$ cat src/rtl/rss_pkg.sv
package rss_pkg;
  localparam int RAIL_N = 5;

  typedef enum logic [2:0] {
    RAIL_H1  = 3'd0,
    RAIL_H2  = 3'd1,
    RAIL_COM = 3'd2,
    RAIL_L2  = 3'd3,
    RAIL_L1  = 3'd4
  } rail_e;

  typedef enum logic [2:0] {
    ST_IDLE = 3'd0,
    ST_1    = 3'd1,
    ST_2    = 3'd2,
    ST_3    = 3'd3,
    ST_4    = 3'd4
  } chst_e;

  function automatic chst_e decode_pair(input logic [1:0] p, input logic two);
    if (two) return p[1] ? ST_2 : ST_4;
    case (p)
      2'b11:   return ST_1;
      2'b10:   return ST_2;
      2'b01:   return ST_3;
      default: return ST_4;
    endcase
  endfunction

  function automatic chst_e next_state(input chst_e s, input logic two);
    if (two) return (s == ST_2) ? ST_4 : ST_2;
    case (s)
      ST_1:    return ST_2;
      ST_2:    return ST_3;
      ST_3:    return ST_4;
      default: return ST_1;
    endcase
  endfunction

  function automatic rail_e state_rail(input chst_e s);
    case (s)
      ST_1:    return RAIL_H1;
      ST_2:    return RAIL_H2;
      ST_3:    return RAIL_L1;
      ST_4:    return RAIL_L2;
      default: return RAIL_COM;
    endcase
  endfunction

  function automatic rail_e mirror_rail(input rail_e r);
    case (r)
      RAIL_H1: return RAIL_L1;
      RAIL_H2: return RAIL_L2;
      RAIL_L2: return RAIL_H2;
      RAIL_L1: return RAIL_H1;
      default: return RAIL_COM;
    endcase
  endfunction

  function automatic logic [RAIL_N-1:0] rail_onehot(input rail_e r);
    logic [RAIL_N-1:0] v;
    v = '0;
    v[r] = 1'b1;
    return v;
  endfunction

  function automatic logic [RAIL_N-1:0] rev_field(input logic [RAIL_N-1:0] f);
    logic [RAIL_N-1:0] v;
    for (int i = 0; i < RAIL_N; i++) v[i] = f[RAIL_N-1-i];
    return v;
  endfunction
endpackage

$ cat src/rtl/rss_in_filter.sv
module rss_in_filter #(
  parameter int W           = 2,
  parameter int SYNC_STAGES = 2,
  parameter int MIN_PW_CYC  = 50
) (
  input  logic         clk,
  input  logic         rst_n,
  input  logic [W-1:0] din,
  output logic [W-1:0] dout,
  output logic         evt,
  output logic         rise_msb
);
  localparam int CW = $clog2(MIN_PW_CYC + 1);
  localparam logic [CW-1:0] CNT_LAST = CW'(MIN_PW_CYC - 1);
  localparam logic [CW-1:0] CNT_SAT  = CW'(MIN_PW_CYC);

  logic [SYNC_STAGES-1:0][W-1:0] sync_q;
  logic [W-1:0]                  sync_s;
  logic [W-1:0]                  cand_q;
  logic [CW-1:0]                 cnt_q;

  always_ff @(posedge clk or negedge rst_n) begin
    if (!rst_n) sync_q <= '0;
    else        sync_q <= {sync_q[SYNC_STAGES-2:0], din};
  end
  assign sync_s = sync_q[SYNC_STAGES-1];

  always_ff @(posedge clk or negedge rst_n) begin
    if (!rst_n) begin
      cand_q   <= '0;
      cnt_q    <= CNT_SAT;
      dout     <= '0;
      evt      <= 1'b0;
      rise_msb <= 1'b0;
    end else begin
      evt      <= 1'b0;
      rise_msb <= 1'b0;
      if (sync_s != cand_q) begin
        cand_q <= sync_s;
        cnt_q  <= CW'(1);
      end else if (cnt_q != CNT_SAT) begin
        cnt_q <= cnt_q + CW'(1);
        if (cnt_q == CNT_LAST) begin
          dout     <= cand_q;
          evt      <= (cand_q != dout);
          rise_msb <= cand_q[W-1] & ~dout[W-1];
        end
      end
    end
  end

  AST_EVT_MEANS_NEW_VALUE: assert property (@(posedge clk) disable iff (!rst_n)
    evt |-> (dout != $past(dout))) else $error("evt without change");
endmodule

$ cat src/rtl/rss_chan_ctrl.sv
module rss_chan_ctrl
  import rss_pkg::*;
(
  input  logic       clk,
  input  logic       rst_n,
  input  logic       go,
  input  logic       seq_mode,
  input  logic       two_level,
  input  logic [1:0] pair,
  input  logic       evt,
  input  logic       rise_a,
  output chst_e      state
);
  chst_e dec_s;
  logic  release_ok;

  assign dec_s      = decode_pair(pair, two_level);
  assign release_ok = evt && (!seq_mode || !two_level || rise_a);

  always_ff @(posedge clk or negedge rst_n) begin
    if (!rst_n) begin
      state <= ST_IDLE;
    end else if (!go) begin
      state <= ST_IDLE;
    end else if (state == ST_IDLE) begin
      if (release_ok) state <= dec_s;
    end else if (!seq_mode) begin
      state <= dec_s;
    end else if (evt && (dec_s == next_state(state, two_level))) begin
      state <= dec_s;
    end
  end

  AST_STANDBY_FORCE: assert property (@(posedge clk) disable iff (!rst_n)
    !go |=> (state == ST_IDLE)) else $error("standby not forced");

  AST_RELEASE_NEEDS_EDGE: assert property (@(posedge clk) disable iff (!rst_n)
    ($past(state) == ST_IDLE && state != ST_IDLE) |-> $past(evt)) else $error("release without edge");

  AST_SEQ_FORWARD_ONLY: assert property (@(posedge clk) disable iff (!rst_n)
    (seq_mode && $stable(seq_mode) && $stable(two_level) && $past(state) != ST_IDLE &&
     state != ST_IDLE && state != $past(state))
    |-> (state == next_state($past(state), two_level))) else $error("sequence broken");
endmodule

$ cat src/rtl/rss_rail_driver.sv
module rss_rail_driver
  import rss_pkg::*;
#(
  parameter int DEAD_CYC = 8
) (
  input  logic              clk,
  input  logic              rst_n,
  input  rail_e             want,
  output logic [RAIL_N-1:0] sw
);
  localparam int DW = $clog2(DEAD_CYC + 1);
  localparam logic [DW-1:0] DEAD_LOAD = DW'(DEAD_CYC);

  rail_e         tgt_q;
  logic [DW-1:0] gap_q;

  always_ff @(posedge clk or negedge rst_n) begin
    if (!rst_n) begin
      tgt_q <= RAIL_COM;
      gap_q <= '0;
    end else if (want != tgt_q) begin
      tgt_q <= want;
      gap_q <= DEAD_LOAD;
    end else if (gap_q != '0) begin
      gap_q <= gap_q - DW'(1);
    end
  end

  always_comb sw = (gap_q == '0) ? rail_onehot(tgt_q) : '0;

  AST_SW_ONEHOT0: assert property (@(posedge clk) disable iff (!rst_n)
    $onehot0(sw)) else $error("two switches closed");

  AST_BREAK_BEFORE_MAKE: assert property (@(posedge clk) disable iff (!rst_n)
    (sw != '0 && $past(sw) != '0) |-> (sw == $past(sw))) else $error("make before break");
endmodule

$ cat src/rtl/rail_switch_seq.sv
module rail_switch_seq
  import rss_pkg::*;
#(
  parameter int NUM_CH      = 7,
  parameter int DEAD_CYC    = 8,
  parameter int MIN_PW_CYC  = 50,
  parameter int SYNC_STAGES = 2
) (
  input  logic                     clk,
  input  logic                     rst_n,
  input  logic                     enable,
  input  logic                     supply_ok_a,
  input  logic                     supply_ok_b,
  input  logic                     seq_mode,
  input  logic                     two_level,
  input  logic [NUM_CH-1:0]        in_a,
  input  logic [NUM_CH-1:0]        in_b,
  output logic [NUM_CH*RAIL_N-1:0] sw_p,
  output logic [NUM_CH*RAIL_N-1:0] sw_n
);
  logic go;
  assign go = enable & supply_ok_a & supply_ok_b;

  for (genvar c = 0; c < NUM_CH; c++) begin : g_ch
    logic [1:0] raw;
    logic [1:0] pair;
    logic       evt;
    logic       rise_a;
    chst_e      st;
    rail_e      want_p;
    rail_e      want_n;

    assign raw = {in_a[c], in_b[c] & ~two_level};

    rss_in_filter #(
      .W(2), .SYNC_STAGES(SYNC_STAGES), .MIN_PW_CYC(MIN_PW_CYC)
    ) u_filt (
      .clk(clk), .rst_n(rst_n), .din(raw),
      .dout(pair), .evt(evt), .rise_msb(rise_a)
    );

    rss_chan_ctrl u_ctrl (
      .clk(clk), .rst_n(rst_n), .go(go), .seq_mode(seq_mode),
      .two_level(two_level), .pair(pair), .evt(evt), .rise_a(rise_a),
      .state(st)
    );

    assign want_p = state_rail(st);
    assign want_n = mirror_rail(want_p);

    rss_rail_driver #(.DEAD_CYC(DEAD_CYC)) u_drv_p (
      .clk(clk), .rst_n(rst_n), .want(want_p), .sw(sw_p[c*RAIL_N +: RAIL_N])
    );
    rss_rail_driver #(.DEAD_CYC(DEAD_CYC)) u_drv_n (
      .clk(clk), .rst_n(rst_n), .want(want_n), .sw(sw_n[c*RAIL_N +: RAIL_N])
    );

    AST_OUTPUT_MIRROR: assert property (@(posedge clk) disable iff (!rst_n)
      sw_n[c*RAIL_N +: RAIL_N] == rev_field(sw_p[c*RAIL_N +: RAIL_N]))
      else $error("outputs not complementary");
  end
endmodule

$ cat config.mk
export PLATFORM = sky130hd
export DESIGN_NAME = rail_switch_seq
export DESIGN_NICKNAME = d
export VERILOG_FILES = /design/src/rtl/rss_pkg.sv /design/src/rtl/rss_in_filter.sv /design/src/rtl/rss_chan_ctrl.sv /design/src/rtl/rss_rail_driver.sv /design/src/rtl/rail_switch_seq.sv
export SDC_FILE = /design/constraint.sdc
export NUM_CORES = 1
export LEC_CHECK = 0
export ABC_AREA = 1
export BUFFER_PORTS_ARGS = -buffer_cell sky130_fd_sc_hd__buf_2
export CAP_MARGIN = 20
export CORE_MARGIN = 8
export CORE_UTILIZATION = 55
export CTS_BUF_LIST = sky130_fd_sc_hd__clkbuf_8
export DETAILED_ROUTE_END_ITERATION = 6
export PLACE_DENSITY = 0.78
export SLEW_MARGIN = 25
export SYNTH_ARGS = -nofsm -noshare
export SYNTH_HDL_FRONTEND = slang
export SYNTH_SLANG_ARGS = --single-unit
$ cat constraint.sdc
create_clock -name clk -period 4.47 [get_ports clk]
set_input_delay 0.447 -clock clk [delete_from_list [all_inputs] [get_ports clk]]
set_output_delay 0.447 -clock clk [all_outputs]
set_load 0.01 [all_outputs]
# Word-level counts from Yosys, hierarchy flattened
# Cells that the tools add are included.
# classes
reduce_logical	115
addsub	21
mux	268
bitwise_logic	31
eq_ne	133
order_cmp	28
# op_table
op	n
two-way mux 3 bit	98
one-hot mux 3 bit (4 select lines)	14
one-hot mux 3 bit (3 select lines)	14
two-way mux 4 bit	28
two-way mux 6 bit	14
two-way mux 1 bit	72
two-way mux 5 bit	14
equality test 3 x 2 -> 1 bit (second input constant)	21
logical NOT 4 bit	14
< comparator 3 x 4 -> 1 bit (second input constant)	14
nonzero test 4 bit	14
subtractor 4 x 1 -> 4 bit (second input constant)	14
adder 6 x 1 -> 6 bit (second input constant)	7
demux 1 bit (select 3 bit)	14
equality test 3 x 1 -> 1 bit (second input constant)	14
equality test 3 bit (second input constant)	14
equality test 6 bit (second input constant)	7
>= comparator 3 x 1 -> 1 bit (second input constant)	14
logical NOT 3 bit	14
inequality test 3 bit	14
inequality test 6 bit (second input constant)	7
nonzero test 2 bit	21
equality test 2 bit (second input constant)	14
logical AND 1 bit	28
13 further kinds	97
# word_totals
register_bits	231
out_inout_bits	70
inputBits	21
elab_cells	680

# Logic depth before layout (Yosys ltp)
# logic_depth
word_depth	14
depth_mapped	13
mapped_depth_nobuf	13

# Modules after synthesis
# A second synthesis with hierarchy kept.
# hier_totals
hier_cells	2022
area_unflattened_um2	14899.3
# modules_own_cells
module	area_each_um2	seq_area_each_um2	cells_per_inst	instances
rss_rail_driver (g_ch[0].u_drv_n ...)	457.9	176.4	63	13
rss_in_filter	738.2	404.1	78	7
rss_chan_ctrl	405.4	75.1	69	7
rail_switch_seq	498.0	0.0	113	1
rss_rail_driver (g_ch[0].u_drv_p)	442.9	176.4	61	1

# Least setup slack after synthesis
# Ideal clock, no wire load.
# synth_timing
path_type	reg2out
from	reg g_ch[4].u_drv_n.gap_q[0]
to	out sw_n[20]
required_ns	4.023
path_buffers	0
stages_incl_launch_ff	7
arrival_ns	1.359
setup_slack_ns	2.664
path_cell_list	dfrtp_1 > inv_1 > ha_1 > nand2_1 > nor2_1 > inv_1 > nor4_1
# synth_via
elab_chain_len	2
# synth_rtl
item	line_no	text
start, declared	rss_rail_driver.sv:15	logic [DW-1:0] gap_q;
start signal, assigned	rss_rail_driver.sv:25	gap_q <= gap_q - DW'(1);
logical NOT 4 bit	rss_rail_driver.sv:29	always_comb sw = (gap_q == '0) ? rail_onehot(tgt_q) : '0;
two-way mux 5 bit	rss_rail_driver.sv:29	
end, declared	rail_switch_seq.sv:19	output logic [NUM_CH*RAIL_N-1:0] sw_n
# Every way passes these cells.

# Worst setup path after layout
# layout_timing
from	reg g_ch[4].u_drv_n.gap_q[0]
to	out sw_n[21]
# Same word-level chain as after synthesis.

==> impl_metrics.tcl <==
set metrics [dict create \
    tns_ns 0 \
    critPathMaxStageDelay_ns 0.38 \
    crit_type "reg -> out" \
    fin_worst_skew_ns 0.0219 \
    grt_start_max_net_pins 130 \
    cp-end-kind "primary output" \
    final_cells 1957 \
    die-area_sq_um 27800 \
    synth_cell_type_count 37 \
    synthesis.instances 1530 \
    fin_crit_sh_pct 57.3 \
    vdd.ir_drop.worst_v 0.000229 \
    core_area_sq_um 22500 \
    post_drt_wl_per_cell_microns 12.1 \
    min_period_ns 2.56 \
    initial_core_util_pct 55.5 \
    report.final.slew_viol_count 0 \
    clockBufferDepth 3 \
    synth.avg_cell_area_sq_um 8.16 \
    crit_path_start_kind "register" \
    port_buffers 90 \
    dp_hpwl_mm 17.1 \
    synth_area_sq_um 12500 \
    cp_slowest_cell "dfrtp_1" \
    worstPathMaxFanout 6 \
    die_x_microns 167 \
    dp_cells 1882 \
    final-hold-violation-count 0 \
    synth_seq_cells 231 \
    numCtsBuffers 39 \
    die_h_microns 167 \
    routed_via_density 5.09 \
    grt_pass1_wl_mm 42.4 \
    synth_edf_count 0 \
    path_clk_slew_ns 0.06 \
    post_cts_buffers 0 \
    area_growth_syn_to_layout_pct 12.3 \
    ys_seq_area_share_pct 46.6 \
    drc 0 \
    grtUsageTotal_pct 17.4 \
    outcome "completed" \
    cap_viol_max_count 0 \
    holdBufCountCts 4 \
    gp_congestion 0.839 \
    ant_nets 0 \
    power.density_nw_per_um2 438 \
    cp_data_required_time_ns 4.02 \
    num_antenna_cells 0 \
    clk_latency_ns 0.53 \
    route.vias.total 9952 \
    critPathArrivalTime_ns 2.11 \
    yosysWarningCount 0 \
    synth_flop_cell "dfrtp_1" \
    grt_pass1_vias 9788 \
    tightest_slew_ns 0.732 \
    antenna_found_initial 0 \
    worstPathCellList "inv_1, ha_1, nand2_1, nor2_1, inv_1, nor4_1, buf_2" \
    rows 55 \
    drt_iter0_markers 565 \
    fin_nets 1738 \
    wl_mm 23.8 \
    cts_tree "built" \
    cts.repair.resized 0 \
    grt_remaining_overflow 0 \
    hold_class "in -> reg" \
    crit_path_frequent_cell "inv_1" \
    num-fill-cells 1928 \
    clkSinkCount 231 \
    relSlewSlack_pct 51.2 \
    setup_violations 0 \
    fmax_mhz 391 \
    drive_gt1_share_pct 13.2 \
    h-tree-depth 2 \
    first_pass_iters 5 \
    power.leakage_uw 0.00738 \
    io_pins 91 \
    async_flop_share_pct 100 \
    rsz0062_at_grt "no" \
    root_buffer "clkbuf_8" \
    synth_fp_nets 1624 \
]
==> power breakdown <==
part | switching, uW | internal, uW
registers | 284 | 2460
clock network | 812 | 972
logic | 916 | 699
==> per-stage QoR <==
step,worst slack (ns),area (sq um),total power [uW],util [%],hold slack (ns)
after global placement,1.99,13200,4280,58.7,0.332
after CTS,1.87,14000,6220,62.2,0.00173
after floorplan,2.66,12500,3980,-,0.151
after global routing,1.75,14000,6620,62.4,0.00903
after detailed placement,1.89,13200,4390,58.7,0.335
final,1.91,14000,6140,62.4,0.0353
==> sequential cells by signal, indices dropped and copies added (netlist names) <==
| register | count |
|---|---|
| g_ch.u_drv_n.gap_q | 28 |
| g_ch.u_filt.sync_q | 14 |
| g_ch.u_drv_p.gap_q | 28 |
| g_ch.u_filt.cand_q | 14 |
| g_ch.u_filt.evt | 7 |
| g_ch.u_drv_n.tgt_q | 21 |
| g_ch.u_drv_p.tgt_q | 21 |
| g_ch.u_filt.sync_s | 14 |
| g_ch.u_filt.cnt_q | 42 |
| g_ch.u_ctrl.state | 21 |
| g_ch.u_filt.rise_msb | 7 |
| g_ch.u_filt.dout | 14 |
==> final timing paths <==
check / start / to / slack (ns) / cells past startpoint
max: g_ch[4].u_drv_n.gap_q[0] / sw_n[21] / 1.91 / 7
min: in_a[0] / g_ch[0].u_filt.sync_q[1] / 0.04 / 1
max reg2reg: g_ch[5].u_filt.dout[0] / g_ch[5].u_ctrl.state[2] / 2.65 / 10
min reg2reg: g_ch[4].u_filt.sync_q[0] / g_ch[4].u_filt.sync_s[0] / 0.34 / 0
max in group asynchronous: rst_n / g_ch[1].u_drv_n.tgt_q[1] / 3.23 / 3
min in group asynchronous: rst_n / g_ch[4].u_drv_n.gap_q[2] / 0.42 / 2
==> cell type report <==
type	instances	area [sq um]	area share (%)
flip-flops and latches	231	5820	41.5
multi-input cells	1044	5680	40.4
inverters	229	860	6.13
clock buffers	45	619	4.41
repair buffers	99	573	4.08
well taps	285	357	2.54
clock inverters	24	124	0.883
==> critical path: cells and delay by family (launching register included) <==
| family | cells | cell delay (ns) |
|---|---|---|
| adders and majority gates | 1 | 0.15 |
| buffers and inverters | 3 | 0.48 |
| and+or+nand+nor | 3 | 0.58 |
| DFF | 1 | 0.38 |
==> synth_stat cells, drive strengths merged (17+ instances only) <==
cell    instances  share of area (%)
a21oi          70                2.8
clkbuf         17               0.52
dfrtp         196                 39
dfstp          35                7.4
ha             73                7.3
inv           229                6.9
nand2         303                9.1
nand3         108                4.5
nor2          190                5.7
nor3           74                3.1
o21ai          66                2.9
xnor2          30                2.1
xor2           45                3.2
==> cells in the final DEF (no fill, tap or decap), drive strengths merged, types with 2 or more instances in the layout <==
| master | count |
|---|---|
| a211oi | 6 |
| a21oi | 70 |
| and2 | 2 |
| buf | 94 |
| clkbuf | 45 |
| clkinv | 3 |
| dfrtp | 196 |
| dfstp | 35 |
| dlygate4sd3 | 5 |
| ha | 73 |
| inv | 248 |
| nand2 | 303 |
| nand3 | 108 |
| nand3b | 4 |
| nand4 | 15 |
| nor2 | 190 |
| nor3 | 74 |
| nor4 | 12 |
| o211ai | 12 |
| o21ai | 66 |
| o21bai | 4 |
| o31ai | 12 |
| or2 | 15 |
| xnor2 | 30 |
| xor2 | 45 |
==> cells by family after synthesis <==
family / after synthesis / synth area share [%]
flip-flops: 231 / 46.6
XOR/XNOR: 75 / 5.26
buffers and inverters: 255 / 7.93
AO/OA/AOI/OAI: 171 / 7.85
adder cells (fa/ha/maj): 73 / 7.31
AND/OR/NAND/NOR: 725 / 25.0
==> routing by layer <==
layer,vias to the layer above,GRT usage [%],wire length [microns]
met2,183,30.2,11300
met3,32,3.85,1140
met4,0,4.74,340
met1,4604,21.7,11000
li1,5133,-,-
met5,-,0,0
Power figures use the tool's default switching activity.
